**src/rtl/evb_pkg.sv**
```systemverilog
// Package evb_pkg
// Shared constants and address map for the event counter bank.
// Assumes a 64-bit register port and at most 32 bits of selector fields.
package evb_pkg;

    localparam int NUM_CTR = 4;     // counters in the bank
    localparam int SEL_W   = 8;     // width of one source selector
    localparam int ADDR_W  = 3;     // register address width
    localparam int DATA_W  = 64;    // register data width
    localparam int EN_BIT  = 32;    // shared enable position
    localparam int CLR_BIT = 33;    // shared clear position (write-only)

    typedef enum logic [ADDR_W-1:0] {
        ADR_CFG  = 3'd0,
        ADR_CNT0 = 3'd1,
        ADR_CNT1 = 3'd2,
        ADR_CNT2 = 3'd3,
        ADR_CNT3 = 3'd4
    } evb_addr_e;

endpackage

```
**src/rtl/evb_src_mux.sv**
```systemverilog
// Module evb_src_mux
// Picks one event line by selector value. If the selector is equal to or
// greater than NUM_EVT, the output is held low.
// Assumes NUM_EVT <= 2**SEL_W.
module evb_src_mux #(
    parameter int NUM_EVT = 16,
    parameter int SEL_W   = 8
) (
    input  logic [NUM_EVT-1:0] evt_i,
    input  logic [SEL_W-1:0]   sel_i,
    output logic               hit_o
);

    // Purpose: decode the selector against every event line.
    always_comb begin
        hit_o = 1'b0;
        for (int i = 0; i < NUM_EVT; i++) begin
            if (int'(sel_i) == i) hit_o = evt_i[i];
        end
    end

endmodule

```
**src/rtl/evb_counter.sv**
```systemverilog
// Module evb_counter
// One counter with overflow: CNT_W count bits plus one overflow bit.
// Priority: clear, then load, then increment. Reports when it is at or
// past the CNT_W-bit maximum.
// Assumes the caller gates inc_i with the bank enable.
module evb_counter #(
    parameter int CNT_W = 40
) (
    input  logic             clk,
    input  logic             rst_n,
    input  logic             clr_i,
    input  logic             ld_i,
    input  logic [CNT_W:0]   ld_val_i,
    input  logic             inc_i,
    output logic [CNT_W:0]   val_o,
    output logic             at_max_o
);

    localparam int VAL_W = CNT_W + 1;

    logic [VAL_W-1:0] val_q;

    // Purpose: counter register with clear, load and increment.
    always_ff @(posedge clk) begin
        if (!rst_n) begin
            val_q <= '0;
        end else if (clr_i) begin
            val_q <= '0;
        end else if (ld_i) begin
            val_q <= ld_val_i;
        end else if (inc_i) begin
            val_q <= val_q + VAL_W'(1);
        end
    end

    // Purpose: flag the maximum or any overflowed value.
    assign at_max_o = val_q[CNT_W] | (&val_q[CNT_W-1:0]);
    assign val_o    = val_q;

    AST_STEP_ONE: assert property (@(posedge clk) disable iff (!rst_n)
        (inc_i && !ld_i && !clr_i && !val_q[CNT_W]) |=> (val_q == $past(val_q) + VAL_W'(1)));
    AST_LOAD_WINS: assert property (@(posedge clk) disable iff (!rst_n)
        (ld_i && !clr_i) |=> (val_q == $past(ld_val_i)));
    AST_HOLD_IDLE: assert property (@(posedge clk) disable iff (!rst_n)
        (!inc_i && !ld_i && !clr_i) |=> $stable(val_q));
    AST_CLEAR_ZERO: assert property (@(posedge clk) disable iff (!rst_n)
        clr_i |=> (val_q == '0));

endmodule

```
**src/rtl/evb_ctrl.sv**
```systemverilog
// Module evb_ctrl
// Holds the configuration register (selectors and shared enable) and the
// interrupt. A saturation stop clears the enable. A clear write overrides
// everything and drops the interrupt.
// Assumes sat_any_i comes straight from the counters' current values.
module evb_ctrl
    import evb_pkg::*;
(
    input  logic                          clk,
    input  logic                          rst_n,
    input  logic                          cfg_wr_i,
    input  logic [CLR_BIT:0]              wdata_i,
    input  logic                          sat_any_i,
    output logic                          en_o,
    output logic                          irq_o,
    output logic                          clr_o,
    output logic [NUM_CTR-1:0][SEL_W-1:0] sel_o,
    output logic [DATA_W-1:0]             cfg_rd_o
);

    localparam int SELS_W = NUM_CTR * SEL_W;

    logic                          en_q;
    logic                          irq_q;
    logic [NUM_CTR-1:0][SEL_W-1:0] sel_q;
    logic                          stop;

    assign clr_o = cfg_wr_i & wdata_i[CLR_BIT];
    assign stop  = en_q & sat_any_i;

    // Purpose: selector fields, written by any configuration write.
    always_ff @(posedge clk) begin
        if (!rst_n) begin
            sel_q <= '0;
        end else if (cfg_wr_i) begin
            sel_q <= wdata_i[SELS_W-1:0];
        end
    end

    // Purpose: shared enable; clear write first, then the saturation stop.
    always_ff @(posedge clk) begin
        if (!rst_n) begin
            en_q <= 1'b0;
        end else if (clr_o) begin
            en_q <= wdata_i[EN_BIT];
        end else if (stop) begin
            en_q <= 1'b0;
        end else if (cfg_wr_i) begin
            en_q <= wdata_i[EN_BIT];
        end
    end

    // Purpose: level interrupt, set by a stop and dropped only by a clear.
    always_ff @(posedge clk) begin
        if (!rst_n) begin
            irq_q <= 1'b0;
        end else if (clr_o) begin
            irq_q <= 1'b0;
        end else if (stop) begin
            irq_q <= 1'b1;
        end
    end

    // Purpose: read view; the clear bit always reads zero.
    always_comb begin
        cfg_rd_o                 = '0;
        cfg_rd_o[SELS_W-1:0]     = sel_q;
        cfg_rd_o[EN_BIT]         = en_q;
    end

    assign en_o  = en_q;
    assign irq_o = irq_q;
    assign sel_o = sel_q;

    AST_STOP_ACTS: assert property (@(posedge clk) disable iff (!rst_n)
        (en_q && sat_any_i && !clr_o) |=> (!en_q && irq_q));
    AST_IRQ_LEVEL: assert property (@(posedge clk) disable iff (!rst_n)
        (irq_q && !clr_o) |=> irq_q);
    AST_CLEAR_DROPS: assert property (@(posedge clk) disable iff (!rst_n)
        clr_o |=> !irq_q);
    AST_BOTH_BITS: assert property (@(posedge clk) disable iff (!rst_n)
        (clr_o && wdata_i[EN_BIT]) |=> en_q);

endmodule

```
**src/rtl/evt_ctr_bank.sv**
```systemverilog
// Module evt_ctr_bank
// Top of the four-counter bank: per-counter source muxes and counters,
// shared control, and the register read mux.
// Assumes CNT_W + 1 < DATA_W and NUM_EVT <= 256.
module evt_ctr_bank
    import evb_pkg::*;
#(
    parameter int NUM_EVT = 16,
    parameter int CNT_W   = 40
) (
    input  logic                 clk,
    input  logic                 rst_n,
    input  logic                 reg_wr,
    input  logic [2:0]           reg_addr,
    input  logic [63:0]          reg_wdata,
    output logic [63:0]          reg_rdata,
    input  logic [NUM_EVT-1:0]   evt_i,
    output logic                 irq_o
);

    localparam int VAL_W = CNT_W + 1;

    logic                          en;
    logic                          clr;
    logic                          cfg_wr;
    logic                          sat_any;
    logic [NUM_CTR-1:0][SEL_W-1:0] sel;
    logic [NUM_CTR-1:0]            hit;
    logic [NUM_CTR-1:0]            at_max;
    logic [NUM_CTR-1:0]            ld;
    logic [VAL_W-1:0]              cnt_val [NUM_CTR];
    logic [DATA_W-1:0]             cfg_rd;
    logic                          unused_wdata_hi;

    assign cfg_wr          = reg_wr & (reg_addr == ADR_CFG);
    assign sat_any         = |at_max;
    assign unused_wdata_hi = ^reg_wdata[DATA_W-1:VAL_W];

    evb_ctrl u_ctrl (
        .clk       (clk),
        .rst_n     (rst_n),
        .cfg_wr_i  (cfg_wr),
        .wdata_i   (reg_wdata[CLR_BIT:0]),
        .sat_any_i (sat_any),
        .en_o      (en),
        .irq_o     (irq_o),
        .clr_o     (clr),
        .sel_o     (sel),
        .cfg_rd_o  (cfg_rd)
    );

    for (genvar g = 0; g < NUM_CTR; g++) begin : g_ctr
        assign ld[g] = reg_wr & (reg_addr == ADDR_W'(g + 1));

        evb_src_mux #(
            .NUM_EVT (NUM_EVT),
            .SEL_W   (SEL_W)
        ) u_mux (
            .evt_i (evt_i),
            .sel_i (sel[g]),
            .hit_o (hit[g])
        );

        evb_counter #(
            .CNT_W (CNT_W)
        ) u_cnt (
            .clk      (clk),
            .rst_n    (rst_n),
            .clr_i    (clr),
            .ld_i     (ld[g]),
            .ld_val_i (reg_wdata[VAL_W-1:0]),
            .inc_i    (en & hit[g]),
            .val_o    (cnt_val[g]),
            .at_max_o (at_max[g])
        );
    end

    // Purpose: register read mux; unmapped addresses read zero.
    always_comb begin
        reg_rdata = '0;
        if (reg_addr == ADR_CFG) reg_rdata = cfg_rd;
        for (int i = 0; i < NUM_CTR; i++) begin
            if (reg_addr == ADDR_W'(i + 1)) reg_rdata = DATA_W'(cnt_val[i]);
        end
    end

    AST_IRQ_WITH_STOP: assert property (@(posedge clk) disable iff (!rst_n)
        $rose(irq_o) |-> !en);
    AST_STOP_BEATS_EN: assert property (@(posedge clk) disable iff (!rst_n)
        (en && sat_any && cfg_wr && !reg_wdata[CLR_BIT]) |=> (!en && irq_o));
    AST_CLR_READ_ZERO: assert property (@(posedge clk) disable iff (!rst_n)
        cfg_rd[CLR_BIT] == 1'b0);

endmodule

```
**config.mk**
```make
export PLATFORM = sky130hd
export DESIGN_NAME = evt_ctr_bank
export DESIGN_NICKNAME = d
export VERILOG_FILES = /design/src/rtl/evb_pkg.sv /design/src/rtl/evb_src_mux.sv /design/src/rtl/evb_counter.sv /design/src/rtl/evb_ctrl.sv /design/src/rtl/evt_ctr_bank.sv
export SDC_FILE = /design/constraint.sdc
export NUM_CORES = 1
export LEC_CHECK = 0
export ABC_AREA = 1
export ABC_CLOCK_PERIOD_IN_PS = 4400
export BUFFER_PORTS_ARGS = -buffer_cell sky130_fd_sc_hd__buf_2
export CAP_MARGIN = 30
export CORE_AREA = 2 2 184 186
export DETAILED_ROUTE_END_ITERATION = 7
export DIE_AREA = 0 0 186 188
export HOLD_SLACK_MARGIN = 0.06
export PLACE_DENSITY_LB_ADDON = 0.3
export SLEW_MARGIN = 10
export SYNTH_ARGS = -nofsm -noshare
export SYNTH_HDL_FRONTEND = slang
export SYNTH_HIERARCHICAL = 1
export SYNTH_SLANG_ARGS = --single-unit
export TNS_END_PERCENT = 50
```
**constraint.sdc**
```tcl
create_clock -name clk -period 4.4 [get_ports clk]
set_input_delay 0.44 -clock clk [delete_from_list [all_inputs] [get_ports clk]]
set_output_delay 0.44 -clock clk [all_outputs]
set_load 0.01 [all_outputs]
```
==> summary by stage <==
Setup path
The launch point of the worst path is reg_addr[0]. The biggest fanout along the worst timing path is 45. The type of origin of the critical path is a primary input. The critical path arrival is 2870 ps.

The element type at the critical path end is an output pin. The source of the worst register-to-register timing path is u_ctrl/cfg_rd_o[24]. In this run the critical register-to-register path is captured at g_ctr[3].u_cnt/val_o[6]. The setup slack of the most critical reg-to-reg path is 1520 ps. The logic depth of the worst register-to-register path is 17.

The worst setup path is of the primary input to output pin kind. The end point of the critical path is reg_rdata[19]. Data on the critical path is required at its endpoint by 3960 ps.

Global route
Global routing used 33.50% of the available tracks across all layers. The initial antenna violation count is 2. The total congestion overflow after global routing is 0. The number of global-route vias before repair is 15,716. The first global-routing pass estimated 90.04 mm of wire. The largest net degree at the start of global routing is 78.

Synth
The number of different library cells used by synthesis comes to 40. In the synthesized netlist, the number of instances is 2,678. The post-synthesis share of cell area spent on full adders, half adders and majority gates is 0.3063%. Summing the areas of all xor and xnor instances in the mapped netlist gives 3.216% of the synthesized area. By area, the combinational part of the netlist is dominated by simple AND/OR/NAND/NOR gates.

The Yosys step of the flow raised 6 warnings. Summing every instance area after synthesis gives 0.01634 mm^2. The synthesized area per cell is 6.101 um^2.

The sequential-to-total area share from yosys stat is 24.26%. The portion of netlist area occupied by mux cells is 0%. The total of flip-flops plus latches after synthesis is 198. Summing the areas of all compound-gate instances in the mapped netlist gives 14.03% of the synthesized area. The synthesized netlist devotes 44.77% of its cell area to simple gates.

Route
The number of DRC violations after detailed routing is 0. The highest metal layer with signal wires is met4. Summed over all layers, the routed wires come to 59.63 mm. Once detail routing completed, the nets flagged for antenna violations numbered 0. In the detailed route, the total length drawn on met3 is 6.138 mm. The pre-antenna-repair detailed-routing pass consisted of 6 iterations.

The DRC marker count from the first detailed-route iteration is 2,199. Dividing the detail-routed wire length by the instance count gives 18.94 um. The per-cell via count in the routed design is 5.750. The met2 wirelength from detailed routing is 25.35 mm. The total via count after detailed routing is 18,106. The met1 routed wirelength after detailed routing is 25.62 mm.

Pwr
The analysis attributes to net switching a power of 1.217 mW. The combinational share of power is 11.9%. In this run the static leakage power is 6.468 nW. The share of total power dissipated in the clock network is 41.3%. Of the total power, registers draw 46.8%. The power per cell area is 236.4 mW/mm^2. Of the total power, the share spent switching nets is 29.86%. VDD sags by at most 0.0002467 V. The internal power is 2.858 mW.

Placement
Summed over all nets, the half-perimeter wirelength after detailed placement is 45.19 mm. The total cell area at the placement stage is 0.01662 mm^2. The cell total after placement is 3,114. In this run the tool buffered the top-level ports with 104 buffer cells.

The global placer's final weighted congestion is 1.038.

Clocking
The clock root buffer master is clkbuf_16. The buffer depth of the longest clock path is 2. After clock tree synthesis, the setup repair step added 0 buffers. The H-tree was split into 4 levels. The clock-pin transition on the worst setup and hold timing paths is 70 ps. The number of buffers added by the clock tree synthesis step is 17. The CTS tree is yes. In this run, post-CTS repair resized a total of 0 instances. The number of buffers inserted for hold repair after clock tree synthesis is 0. The clock drives 198 sinks. The clock network latency to the later pin of the worst-skew pair is 470 ps.

Timing
Timing would allow up to 0.3024 GHz. The actual slew at the worst max-slew pin is 1010 ps. The final critical path takes up 75.16% of the cycle.

Setup repair after global routing left no endpoint under its margin. The relative max-transition margin is 32.64%. The final-report max-slew violation count is 0. The final critical delay including setup and external delays is 3307 ps. For the final routed database, the setup TNS stands at 0 ps. The final-report setup violation count is 0. The largest clock skew in the final design is 23.87 ps. The final hold violation count is 0.

Layout
The post-route cell area is 0.01724 mm^2. The fraction of final layout cells with drive strength greater than 1 is 13.56%. The end-of-flow core utilization is 52.07%. The area growth from synthesis to layout is 5.514%. Summing all flip-flop and latch instances after layout gives 0.003964 mm^2. The number of nets in the final layout is 2,776.

The layout filler cell count is 3,437. The finished layout holds 3,149 standard cells, fillers aside. The footprint of the multi-input gates is 0.01033 mm^2.

Floorplanning
In this run the vertical extent of the chip is 188 um. The area enclosed by the die boundary is 0.03497 mm^2. The core region is 0.03311 mm^2. From left edge to right edge, the die measures 186 um.

The number of top-level design ports is 151. In this run the core area contains 67 standard-cell rows. The initial utilization of the core area, before any placement, comes to 49.34%.

Job
Max-cap violations in this run came to 0.

Run status
The flow ran to the end, and the final reports show no timing, DRC or antenna violations.

Worst hold path
The classification of the worst-slack hold path is primary input to register.
[cell type report]
cell class                      count  area share [%]
Clock inverter                     12          0.8273
Antenna cell                        2         0.02903
Sequential cell                   198           22.99
Inverter                          273           6.060
Tap cell                          448           3.251
Clock buffer                       20           2.649
Multi-Input combinational cell   2067           59.92
Timing Repair Buffer              129           4.267
[layout by cell type (no fill, tap or decap), drive strengths merged, types with 11 or more instances in the layout]
cell	instances
nand2	732
xnor2	28
xor2	32
conb	31
dfxtp	198
clkinv	11
nand3b	41
clkbuf	20
o21bai	12
nand4	49
a21oi	154
o21ai	72
a22oi	124
nor2	470
nand3	280
buf	129
inv	269
nor3	11
[cells in the mapped netlist]
cell type	instances	area [um^2]
a21oi_1	138	690.7
a21oi_2	16	140.1
a22oi_1	124	930.9
a31oi_1	8	50.05
buf_1	4	15.01
buf_2	40	200.2
buf_4	75	563.0
buf_6	18	202.7
clkbuf_1	29	108.9
clkbuf_8	4	55.05
clkinv_1	8	30.03
conb_1	1	3.750
dfxtp_1	198	3964
ha_1	4	50.05
inv_1	245	919.6
inv_2	12	45.04
inv_4	8	50.05
nand2_1	704	2643
nand2_2	28	175.2
nand3_1	255	1276
nand3_2	21	210.2
nand3_4	4	70.07
nand3b_1	37	277.8
nand3b_2	4	45.04
nand4_1	49	306.5
nor2_1	376	1411
nor2_2	70	437.9
nor2_4	24	270.3
nor3_1	5	25.02
nor3_2	5	50.05
nor3_4	1	16.27
nor4_1	6	37.54
nor4_2	1	12.51
o211ai_1	4	30.03
o21ai_0	58	290.3
o21ai_1	14	70.07
o21bai_1	12	90.09
or2_2	8	50.05
xnor2_1	28	245.2
xor2_1	32	280.3
[layer usage]
layer  vias to the layer above  track usage (%)
li1                       8633                -
met3                       135            4.914
met1                      8333            48.02
met4                         0            12.84
met5                         -                0
met2                      1005            50.37
[flip-flops by register name, indices dropped and copies added, names as in the netlist]
register           cells
g_ctr.u_cnt/val_o    164
u_ctrl/cfg_rd_o       32
u_ctrl/en_o            1
u_ctrl/irq_o           1
[critical path, cell delays in order]
cell and delay, ps:
buf_2 740, inv_2 200, nand3_2 540, buf_4 340, nor2_1 70, nor2_1 190, nand3_1 140, buf_2 170
[power by group through the flow]
stage	clock, mW	combinational [mW]	sequential, mW
global route	1.75	0.521	1.91
global placement	0	0.456	1.94
finish	1.68	0.486	1.91
floorplan	0	0.340	1.92
CTS	1.69	0.470	1.90
detailed placement	0	0.469	1.95
[through the flow]
stage	worst slack [ps]	power, mW	hold slack [ps]
final	1093	4.075	342.0
after global routing	989.6	4.187	347.4
after CTS	1191	4.063	335.5
after detailed placement	1116	2.416	501.7
after global placement	971.4	2.401	489.0
after floorplan	2213	2.258	476.1
[worst min-delay path by stage]
stage | from | to | slack (ps) | cells past startpoint
finish | reg_wdata[12] | u_ctrl/cfg_rd_o[12] | 340 | 3
global placement | u_ctrl/cfg_rd_o[28] | u_ctrl/cfg_rd_o[28] | 490 | 2
detailed placement | u_ctrl/cfg_rd_o[23] | u_ctrl/cfg_rd_o[23] | 500 | 2
CTS | reg_wdata[12] | u_ctrl/cfg_rd_o[12] | 340 | 3
global route | reg_wdata[12] | u_ctrl/cfg_rd_o[12] | 350 | 3
floorplan | u_ctrl/cfg_rd_o[18] | u_ctrl/cfg_rd_o[18] | 480 | 2
[kinds of logic after synthesis]
family,count (synthesis)
other,1
XOR/XNOR,60
adder cells (fa/ha/maj),4
buffers and inverters,443
flip-flops,198
AND/OR/NAND/NOR,1598
AO/OA/AOI/OAI,374
(Power assumes the default switching activity.)
